$ cat src/rtl/mel_pkg.sv
package mel_pkg;

    localparam int WORD_W  = 16;
    localparam int LEN_W   = 6;
    localparam int DIV_W   = 10;
    localparam int TEMPO_W = 4;

    localparam int LEN_MAX   = (1 << LEN_W) - 1;
    localparam int TEMPO_MAX = (1 << TEMPO_W) - 1;

    typedef struct packed {
        logic [LEN_W-1:0] len;
        logic [DIV_W-1:0] div;
    } note_t;

    typedef enum logic [1:0] {
        ST_IDLE = 2'd0,
        ST_WAIT = 2'd1,
        ST_PLAY = 2'd2
    } seq_state_t;

    // Number of base units per length step: 15 at tempo 1, 1 at tempo 15.
    function automatic logic [TEMPO_W:0] tempo_steps(input logic [TEMPO_W-1:0] t);
        return (TEMPO_W+1)'(1 << TEMPO_W) - {1'b0, t};
    endfunction

endpackage

$ cat src/rtl/mel_fetch.sv
module mel_fetch
    import mel_pkg::*;
#(
    parameter int ADDR_W = 8
) (
    input  logic              clk,
    input  logic              rst,
    input  logic              clr,
    input  logic              start,
    input  logic              issue,
    input  logic              take,
    output logic              rd_req,
    output logic [ADDR_W-1:0] rd_addr,
    input  logic              rd_ack,
    input  logic [WORD_W-1:0] rd_data,
    output logic              have_word,
    output logic [WORD_W-1:0] word
);

    logic              req_q;
    logic [ADDR_W-1:0] addr_q;
    logic [WORD_W-1:0] hold_q;
    logic              hold_vld_q;
    logic              arrive;

    assign arrive = req_q && rd_ack;

    always_ff @(posedge clk) begin
        if (rst || clr) begin
            req_q      <= 1'b0;
            addr_q     <= '0;
            hold_q     <= '0;
            hold_vld_q <= 1'b0;
        end else if (start) begin
            req_q      <= 1'b1;
            addr_q     <= '0;
            hold_vld_q <= 1'b0;
        end else begin
            if (arrive) begin
                addr_q <= addr_q + 1'b1;
                req_q  <= 1'b0;
                if (!take) begin
                    hold_q     <= rd_data;
                    hold_vld_q <= 1'b1;
                end
            end
            if (take && hold_vld_q) begin
                hold_vld_q <= 1'b0;
            end
            if (issue) begin
                req_q <= 1'b1;
            end
        end
    end

    assign have_word = hold_vld_q || arrive;
    assign word      = hold_vld_q ? hold_q : rd_data;
    assign rd_req    = req_q;
    assign rd_addr   = addr_q;

endmodule

$ cat src/rtl/mel_tone_timer.sv
module mel_tone_timer
    import mel_pkg::*;
#(
    parameter int DUR_W = 16
) (
    input  logic             clk,
    input  logic             rst,
    input  logic             stop,
    input  logic             load,
    input  logic [DUR_W-1:0] dur_m1,
    input  logic [DIV_W-1:0] half_div,
    output logic             tone,
    output logic             last,
    output logic [DIV_W-1:0] cur_div
);

    logic             active_q;
    logic [DUR_W-1:0] left_q;
    logic [DIV_W-1:0] ph_q;
    logic [DIV_W-1:0] div_q;
    logic             tone_q;

    always_ff @(posedge clk) begin
        if (rst) begin
            active_q <= 1'b0;
            left_q   <= '0;
            ph_q     <= '0;
            div_q    <= '0;
            tone_q   <= 1'b0;
        end else if (stop) begin
            active_q <= 1'b0;
            left_q   <= '0;
            tone_q   <= 1'b0;
        end else if (load) begin
            active_q <= 1'b1;
            left_q   <= dur_m1;
            ph_q     <= '0;
            div_q    <= half_div;
            tone_q   <= 1'b0;
        end else if (active_q && left_q != '0) begin
            left_q <= left_q - 1'b1;
            if (div_q != '0) begin
                if (ph_q == div_q - 1'b1) begin
                    ph_q   <= '0;
                    tone_q <= ~tone_q;
                end else begin
                    ph_q <= ph_q + 1'b1;
                end
            end
        end
    end

    assign tone    = tone_q;
    assign last    = active_q && (left_q == '0);
    assign cur_div = div_q;

endmodule

$ cat src/rtl/mel_seq.sv
module mel_seq
    import mel_pkg::*;
#(
    parameter int ADDR_W    = 8,
    parameter int BASE_UNIT = 128
) (
    input  logic               clk,
    input  logic               rst,
    input  logic               run,
    input  logic [TEMPO_W-1:0] tempo,
    output logic               rd_req,
    output logic [ADDR_W-1:0]  rd_addr,
    input  logic               rd_ack,
    input  logic [WORD_W-1:0]  rd_data,
    output logic               tone_out,
    output logic               mel_end
);

    localparam int MAX_DUR = LEN_MAX * TEMPO_MAX * BASE_UNIT;
    localparam int DUR_W   = $clog2(MAX_DUR + 1);

    seq_state_t        st_q, st_d;
    logic              run_q;
    logic              end_q;

    logic              have_word;
    logic [WORD_W-1:0] word;
    note_t             nw;

    logic abort, start, boundary, want, take, is_end, load, stop;
    logic last;
    logic [DUR_W-1:0] dur_full;
    logic [DUR_W-1:0] dur_m1;
    logic [DIV_W-1:0] note_div;
    logic             busy;
    logic             in_play;
    logic             in_wait;

    assign nw = note_t'(word);

    assign busy     = (st_q != ST_IDLE);
    assign in_play  = (st_q == ST_PLAY);
    assign in_wait  = (st_q == ST_WAIT);

    assign abort    = busy && (!run || tempo == '0);
    assign start    = !busy && run && !run_q && (tempo != '0);
    assign boundary = in_play && last;
    assign want     = in_wait || boundary;
    assign take     = !abort && want && have_word;
    assign is_end   = take && (nw.len == '0);
    assign load     = take && (nw.len != '0);
    assign stop     = abort || is_end || (boundary && !have_word);

    assign dur_full = DUR_W'(nw.len) * DUR_W'(tempo_steps(tempo)) * DUR_W'(BASE_UNIT);
    assign dur_m1   = dur_full - 1'b1;

    always_comb begin
        st_d = st_q;
        if (abort) begin
            st_d = ST_IDLE;
        end else if (start) begin
            st_d = ST_WAIT;
        end else if (is_end) begin
            st_d = ST_IDLE;
        end else if (load) begin
            st_d = ST_PLAY;
        end else if (boundary) begin
            st_d = ST_WAIT;
        end
    end

    always_ff @(posedge clk) begin
        if (rst) begin
            st_q  <= ST_IDLE;
            run_q <= 1'b0;
            end_q <= 1'b0;
        end else begin
            st_q  <= st_d;
            run_q <= run;
            end_q <= is_end;
        end
    end

    mel_fetch #(
        .ADDR_W (ADDR_W)
    ) u_fetch (
        .clk       (clk),
        .rst       (rst),
        .clr       (abort),
        .start     (start),
        .issue     (load),
        .take      (take),
        .rd_req    (rd_req),
        .rd_addr   (rd_addr),
        .rd_ack    (rd_ack),
        .rd_data   (rd_data),
        .have_word (have_word),
        .word      (word)
    );

    mel_tone_timer #(
        .DUR_W (DUR_W)
    ) u_timer (
        .clk      (clk),
        .rst      (rst),
        .stop     (stop),
        .load     (load),
        .dur_m1   (dur_m1),
        .half_div (nw.div),
        .tone     (tone_out),
        .last     (last),
        .cur_div  (note_div)
    );

    assign mel_end = end_q;

endmodule

$ cat config.mk
export PLATFORM = sky130hd
export DESIGN_NAME = mel_seq
export DESIGN_NICKNAME = d
export VERILOG_FILES = /design/src/rtl/mel_pkg.sv /design/src/rtl/mel_fetch.sv /design/src/rtl/mel_tone_timer.sv /design/src/rtl/mel_seq.sv
export SDC_FILE = /design/constraint.sdc
export NUM_CORES = 1
export LEC_CHECK = 0
export BUFFER_PORTS_ARGS = -buffer_cell sky130_fd_sc_hd__buf_4
export CORE_ASPECT_RATIO = 1.4
export CORE_MARGIN = 3
export CORE_UTILIZATION = 36
export CTS_BUF_LIST = sky130_fd_sc_hd__clkbuf_8
export DETAILED_ROUTE_END_ITERATION = 16
export PLACE_DENSITY = 0.51
export SLEW_MARGIN = 20
export SYNTH_ARGS = -nofsm -noshare
export SYNTH_HDL_FRONTEND = slang
export SYNTH_SLANG_ARGS = --single-unit
$ cat constraint.sdc
create_clock -name clk -period 5.4 [get_ports clk]
set_input_delay 1.08 -clock clk [delete_from_list [all_inputs] [get_ports clk]]
set_output_delay 1.08 -clock clk [all_outputs]
set_load 0.005 [all_outputs]
==> impl_metrics.tcl, run 1 <==
set metrics [dict create \
    placed_cell_area_mm2 0.005209 \
    path_buf_inv 3 \
    drive_above_1_share_pct 18.07 \
    finalSetupTns_ns 0 \
    antenna_found_initial 0 \
    drt-initial-drc-count 187 \
    regToRegEndpoint "u_timer.left_q[16]" \
    yosys-top-cells-area "dfxtp_1 (30%), mux2i_1 (8.4%), nor2_1 (7.0%)" \
    synth_edf_count 0 \
    synth.top_cell.area_share_pct 29.86 \
    critPathMaxFanout 4 \
    vdd_drop_max_mv 0.09216 \
    fmax_ghz 0.1936 \
    synth_fp_nets 597 \
    dr.pass1.iters 4 \
    r2r.worst_path.cells 14 \
    num_antenna_cells 0 \
    die_w_um 101.8 \
    grt.overflow.total 0 \
    total_power_uw 1330 \
    hold-worst-slack_ns 0.5030 \
    gp_congestion 0.8178 \
    grt_pass1_vias 3856 \
    drc_errors 0 \
    max_slew_margin_pct 51.73 \
    syn_area_mm2 0.004626 \
    status "finished, final reports clean" \
    cts.sinks 69 \
    synth_cells 537 \
    synth_cell_type_count 59 \
    postRouteAntennaNets 0 \
    ys_warn_count 0 \
    holdPathEnd "u_fetch.hold_q[6]" \
    clock_path_buffers 2 \
    ios 35 \
    cts-root-buf "clkbuf_8" \
    rows 48 \
    cp.arrival_ns 5.39 \
    wl_um 10520 \
    clk_latency_ns 0.36 \
    ys_ff_latch 69 \
    grt_first_pass_wirelength_um 18350 \
    port_buffers 34 \
    p_per_area_mw_per_mm2 246.5 \
    endpoint_kind "flip-flop" \
    cp.required_ns 5.63 \
    die_y_um 140.1 \
    cpMostUsedCell "fa_1" \
    reg2reg_from "u_fetch.hold_vld_q" \
    syn_area_per_cell_um2 8.614 \
    routedWlPerCell_um 14.17 \
    start_util_pct 37.21 \
    crit_path_start_kind "input port" \
    ys_async_sr_fraction_pct 0 \
    critPathMaxStageDelay_ns 0.54 \
    hold_viol 0 \
    cp-startpoint "tempo[0]" \
    path_cells "buf_4, inv_1, ha_1, nor3b_1, nand2_1, fa_1, fa_1, fa_1, inv_1, ha_1, a211oi_2, nor3_1, or3b_2, nor3_2, xnor3_1, nand2_1, a21oi_1" \
    cts_setup_buffers 0 \
    yosys.area.top_type "dfxtp_1" \
    dieArea_mm2 0.01426 \
    hold_depth 2 \
    cts_tree "yes" \
    maxCapViolations 0 \
    grt_use_total_pct 15.95 \
    grt_max_degree 34 \
    slew_viol_final 0 \
    nets 647 \
    fin_skew_ns 0.01384 \
    cts.reportedPaths.clkPinSlew_ns 0.09 \
    cp_slowest_cell "fa_1" \
    rsz0062_at_grt "no" \
    crit_family "adder cells" \
    r2r_setup_slack_ns 0.72 \
    min_from "u_fetch.hold_q[6]" \
    num_vias 3883 \
    design_area_mm2 0.005398 \
    htree_levels 3 \
    cts_inserted_buffers 9 \
    ys_seq_area_share_pct 29.86 \
    hp-class "flip-flop to flip-flop" \
    setup_violations 0 \
    p_leak_uw 0.002186 \
    tightest_slew_ns 0.7214 \
    area_delta_synth_final_pct 16.69 \
    cp.depth 17 \
    critPathKind "input port to flip-flop" \
    dominantRegCellSynth "dfxtp_1" \
    timing.final.crit_share_pct 95.64 \
    avgViaCountPerCell 5.233 \
    core_area_mm2 0.01243 \
    place_hpwl_um 8240 \
    fin_crit_ns 5.165 \
]
worst max-delay path by stage:
stage / to / slack (ns)
floorplan: u_timer.left_q[16] / 0.01
global placement: u_timer.left_q[16] / -0.14
detailed placement: u_timer.left_q[16] / -0.19
CTS: u_timer.left_q[16] / 0.20
global route: u_timer.left_q[16] / 0.006
finish: u_timer.left_q[16] / 0.24
worst reg2reg max path: stages (launching register included):
cell and delay, ns:
dfxtp_1 0.54, mux2i_1 0.40, or2_2 0.19, fa_1 0.44, fa_1 0.52, fa_1 0.54, inv_1 0.04, ha_1 0.35
a211oi_2 0.30, nor3_1 0.09, or3b_2 0.47, nor3_2 0.22, xnor3_1 0.33, nand2_1 0.08, a21oi_1 0.06
routing by layer:
layer	GRT usage [%]	share of wire, %	wire (µm)	vias up
li1	-	-	-	2015
met2	26.59	49	5153	46
met5	0	0	0	-
met3	3.288	2.7	286	10
met4	5.252	1.5	158	0
met1	20.35	47	4918	1812
Yosys cell counts (11+ instances only):
master,count
nor2_1,86
dfxtp_1,69
mux2i_1,39
inv_1,26
ha_1,25
a211oi_1,24
xor2_1,24
xnor2_1,19
nand3_1,17
nand2_1,16
a21oi_1,15
clkbuf_1,14
nor3_1,14
o21ai_0,12
a31oi_1,11
fa_1,11
registers in the layout (all words and copies together), names as in the netlist:
name / flops
u_timer.left_q: 17
u_fetch.hold_q: 16
u_timer.cur_div: 10
u_timer.ph_q: 10
u_fetch.rd_addr: 8
st_q: 2
mel_end: 1
run_q: 1
u_fetch.hold_vld_q: 1
u_fetch.rd_req: 1
u_timer.active_q: 1
u_timer.tone: 1
kinds of logic (layout without fill, tap and decap cells):
group                      count (synthesis)  count (layout)  share of synthesized area, %
AOI/OAI and AO/OA                         93              93                         14.15
xor gates and xnor gates                  44              44                         8.629
adders and majority gates                 36              36                         11.52
buffers and inverters                     47             102                         3.949
DFF                                       69              69                         29.86
muxes                                     40              40                         8.683
and+or+nand+nor                          208             208                         23.21
final cells by class:
cell class / count / area (µm²)
Inverter: 26 / 97.59
Tap cell: 150 / 187.7
Timing Repair Buffer: 60 / 450.4
Clock inverter: 7 / 53.80
Multi-Input combinational cell: 421 / 3103
Fill cell: 1268 / 7034
Sequential cell: 69 / 1381
Clock buffer: 9 / 123.9
power by group:
part	internal, µW	switching [µW]
Combinational	204	208
Sequential	517	7.87
Clock	172	222
Total	893	438
cells in the final DEF, fill, tap and decap left out, types with 4 or more instances in the layout:
master,Yosys,routed
inv_1,26,26
nand2b_1,10,10
clkbuf_8,0,9
and3_1,9,9
a21o_1,4,4
mux2i_1,39,39
and2_1,4,4
nor2_1,86,84
nand4_1,8,8
fa_1,11,11
nor4_1,4,4
buf_4,0,60
or2_2,10,10
xor2_1,24,24
dfxtp_1,69,69
a21oi_1,15,15
nand3_1,17,17
a211oi_1,24,22
nand2_1,16,16
inv_6,0,4
a31oi_1,11,11
ha_1,25,25
nor2b_1,6,6
o21ai_0,12,11
xnor2_1,19,19
nor3_1,14,13
or3_1,7,7
through the flow:
stage / setup WS, ns / utilization, % / instances
3_3_place_gp: -0.1425 / 41.84 / 726
4_1_cts: 0.2016 / 43.33 / 742
2_1_floorplan: 0.01253 / - / 537
3_5_place_dp: -0.1861 / 41.90 / 726
5_1_grt: 0.006112 / 43.42 / 742
6_report: 0.2355 / 43.42 / 742
timing repair:
item | in CTS | in global routing
endpoints found under the setup margin | 0 | 2
resized for setup | 0 | 3
hold buffers | 0 | 0
Power figures use the tool's default switching activity.
==> run 2, diff against run 1 <==
--- a/config.mk
+++ b/config.mk
@@ -5,13 +5,14 @@
 export SDC_FILE = /design/constraint.sdc
 export NUM_CORES = 1
 export LEC_CHECK = 0
-export BUFFER_PORTS_ARGS = -buffer_cell sky130_fd_sc_hd__buf_4
+export BUFFER_PORTS_ARGS = -buffer_cell sky130_fd_sc_hd__buf_2
 export CORE_ASPECT_RATIO = 1.4
 export CORE_MARGIN = 3
-export CORE_UTILIZATION = 36
+export CORE_UTILIZATION = 37
 export CTS_BUF_LIST = sky130_fd_sc_hd__clkbuf_8
+export CTS_CLUSTER_DIAMETER = 200
 export DETAILED_ROUTE_END_ITERATION = 16
-export PLACE_DENSITY = 0.51
+export PLACE_DENSITY = 0.52
 export SLEW_MARGIN = 20
 export SYNTH_ARGS = -nofsm -noshare
 export SYNTH_HDL_FRONTEND = slang
==> run 2 against run 1 <==
Wire length barely moved. First-iteration DRC count is 11% lower. Critical path depth unchanged. Flip-flop and latch count did not move. Combinational power barely moved. Via count up 1.1%. Critical path type unchanged.
==> impl_metrics.tcl, run 2 (synthesized netlist as in run 1, its figures left out) <==
set metrics [dict create \
    crit_path_start_kind "input port" \
    cts-resized-gates 0 \
    path_buf_inv 3 \
    regToRegEndpoint "u_timer.left_q[16]" \
    cts.sinks 69 \
    cts-root-buf "clkbuf_8" \
    cp.arrival_ns 5.35 \
    endpoint_kind "flip-flop" \
    place_hpwl_um 8110 \
    num_antenna_cells 0 \
    cts_tree "yes" \
    cp-startpoint "tempo[0]" \
    antenna_found_initial 0 \
    port_buffers 34 \
    cts.hold.buffers_added 0 \
    max_slew_margin_pct 51.32 \
    gp_congestion 0.8307 \
    fin_crit_ns 5.122 \
    p_leak_uw 0.002163 \
    maxCapViolations 0 \
    dr.pass1.iters 4 \
    final_util_pct 44.43 \
    postRouteAntennaNets 0 \
    fmax_ghz 0.1952 \
    fin_skew_ns 0.01607 \
    cp_slowest_cell "fa_1" \
    vdd_drop_max_mv 0.1175 \
    rows 47 \
    hold_viol 0 \
    start_util_pct 38.56 \
    holdPathEnd "u_fetch.hold_q[6]" \
    setup_violations 0 \
    final_common_cell "nor2_1" \
    wl_um 10530 \
    drive_above_1_share_pct 18.41 \
    finalSetupTns_ns 0 \
    grt.overflow.total 0 \
    clock_path_buffers 2 \
    p_per_area_mw_per_mm2 253.9 \
    grt_pass1_vias 3874 \
    core_area_mm2 0.01200 \
    largest-register "u_timer.left_q" \
    critPathKind "input port to flip-flop" \
    htree_levels 3 \
    slew_viol_final 0 \
    r2r.worst_path.cells 14 \
    tightest_slew_ns 0.7283 \
    routedWlPerCell_um 14.24 \
    drt-initial-drc-count 166 \
    cts_inserted_buffers 9 \
    area_delta_synth_final_pct 15.23 \
    nets 647 \
    crit_family "adder cells" \
    die_w_um 100.5 \
    cpMostUsedCell "fa_1" \
    cp.required_ns 5.63 \
    critPathMaxFanout 5 \
    hold_depth 2 \
    grt_use_total_pct 15.72 \
    die_y_um 138.3 \
    largestRegisters "u_timer.left_q x17, u_fetch.hold_q x16" \
    drc_errors 0 \
    grt_first_pass_wirelength_um 18090 \
    r2r_setup_slack_ns 0.62 \
    status "finished, final reports clean" \
    reg2reg_from "u_fetch.hold_vld_q" \
    avgViaCountPerCell 5.314 \
    min_from "u_fetch.hold_q[6]" \
    cts.reportedPaths.clkPinSlew_ns 0.09 \
    path_cells "buf_2, inv_1, ha_1, xor2_1, or2_2, fa_1, fa_1, fa_1, inv_1, ha_1, xor2_1, a2111oi_2, o221ai_2, nor3_2, xnor3_1, nand2_1, a21oi_1" \
    grt_max_degree 34 \
    dieArea_mm2 0.01390 \
    timing.final.crit_share_pct 94.85 \
    ios 35 \
    num_vias 3927 \
    largest_reg_flops 17 \
    hp-class "flip-flop to flip-flop" \
    critPathMaxStageDelay_ns 0.54 \
    cts_setup_buffers 0 \
    final_cell_mix "nor2_1 (84), dfxtp_1 (69), mux2i_1 (39)" \
    clk_latency_ns 0.36 \
]
[run 2: cell count changes in the layout (fill, tap and decap cells not counted), sizes merged]
cell and delta:
clkinv -3, clkinvlp +2, inv +1
[run 2: stage by stage]
| step | hold WS [ns] | instance area, µm² | power [µW] | setup slack [ns] | cells |
|---|---|---|---|---|---|
| floorplan | 0.4601 | 4642 | 814.6 | 0.01253 | 537 |
| global placement | 0.4730 | 5112 | 938.1 | -0.1345 | 723 |
| detailed placement | 0.4834 | 5120 | 943.6 | -0.2282 | 723 |
| CTS | 0.5075 | 5308 | 1363 | 0.1660 | 739 |
| global route | 0.5325 | 5330 | 1446 | -0.001902 | 739 |
| finish | 0.5014 | 5330 | 1353 | 0.2779 | 739 |
[run 2: how the worst max path moves through the flow]
stage,to,slack (ns),cells after the start
after floorplan,u_timer.left_q[16],0.01,17
after global placement,u_timer.left_q[16],-0.13,18
after detailed placement,u_timer.left_q[16],-0.23,18
after CTS,u_timer.left_q[16],0.17,18
after global routing,u_timer.left_q[16],-0.002,19
final,u_timer.left_q[16],0.28,17
[run 2: metal layers]
| layer | part of all wire [%] | vias to the layer above | track usage (%) |
|---|---|---|---|
| met5 | 0 | - | 0 |
| met4 | 1.5 | 0 | 4.826 |
| met1 | 46 | 1843 | 20.38 |
| li1 | - | 2010 | - |
| met2 | 49 | 63 | 26.14 |
| met3 | 3.4 | 11 | 3.075 |
[run 2: area by class of cell]
| cell class | instances | area, µm² |
|---|---|---|
| fill | 1269 | 6666 |
| multi-input combinational | 421 | 3114 |
| clock buffer | 9 | 123.9 |
| inverter | 26 | 97.59 |
| sequential | 69 | 1381 |
| tap | 147 | 183.9 |
| clock inverter | 7 | 63.81 |
| timing repair buffer | 60 | 365.4 |
[run 2: worst register-to-register path: cells and delay by family, from the launching register on]
family,cells,cell delay (ns)
compound gates,3,0.68
xor+xnor,2,0.51
fa+ha+maj,4,1.90
buf+inv,1,0.04
flops,1,0.64
mux,1,0.24
simple gates,3,0.66
[run 2: where the power goes]
group	internal, µW	switching [µW]
Combinational	202	213
Clock	178	236
Sequential	517	8.09
Total	896	457
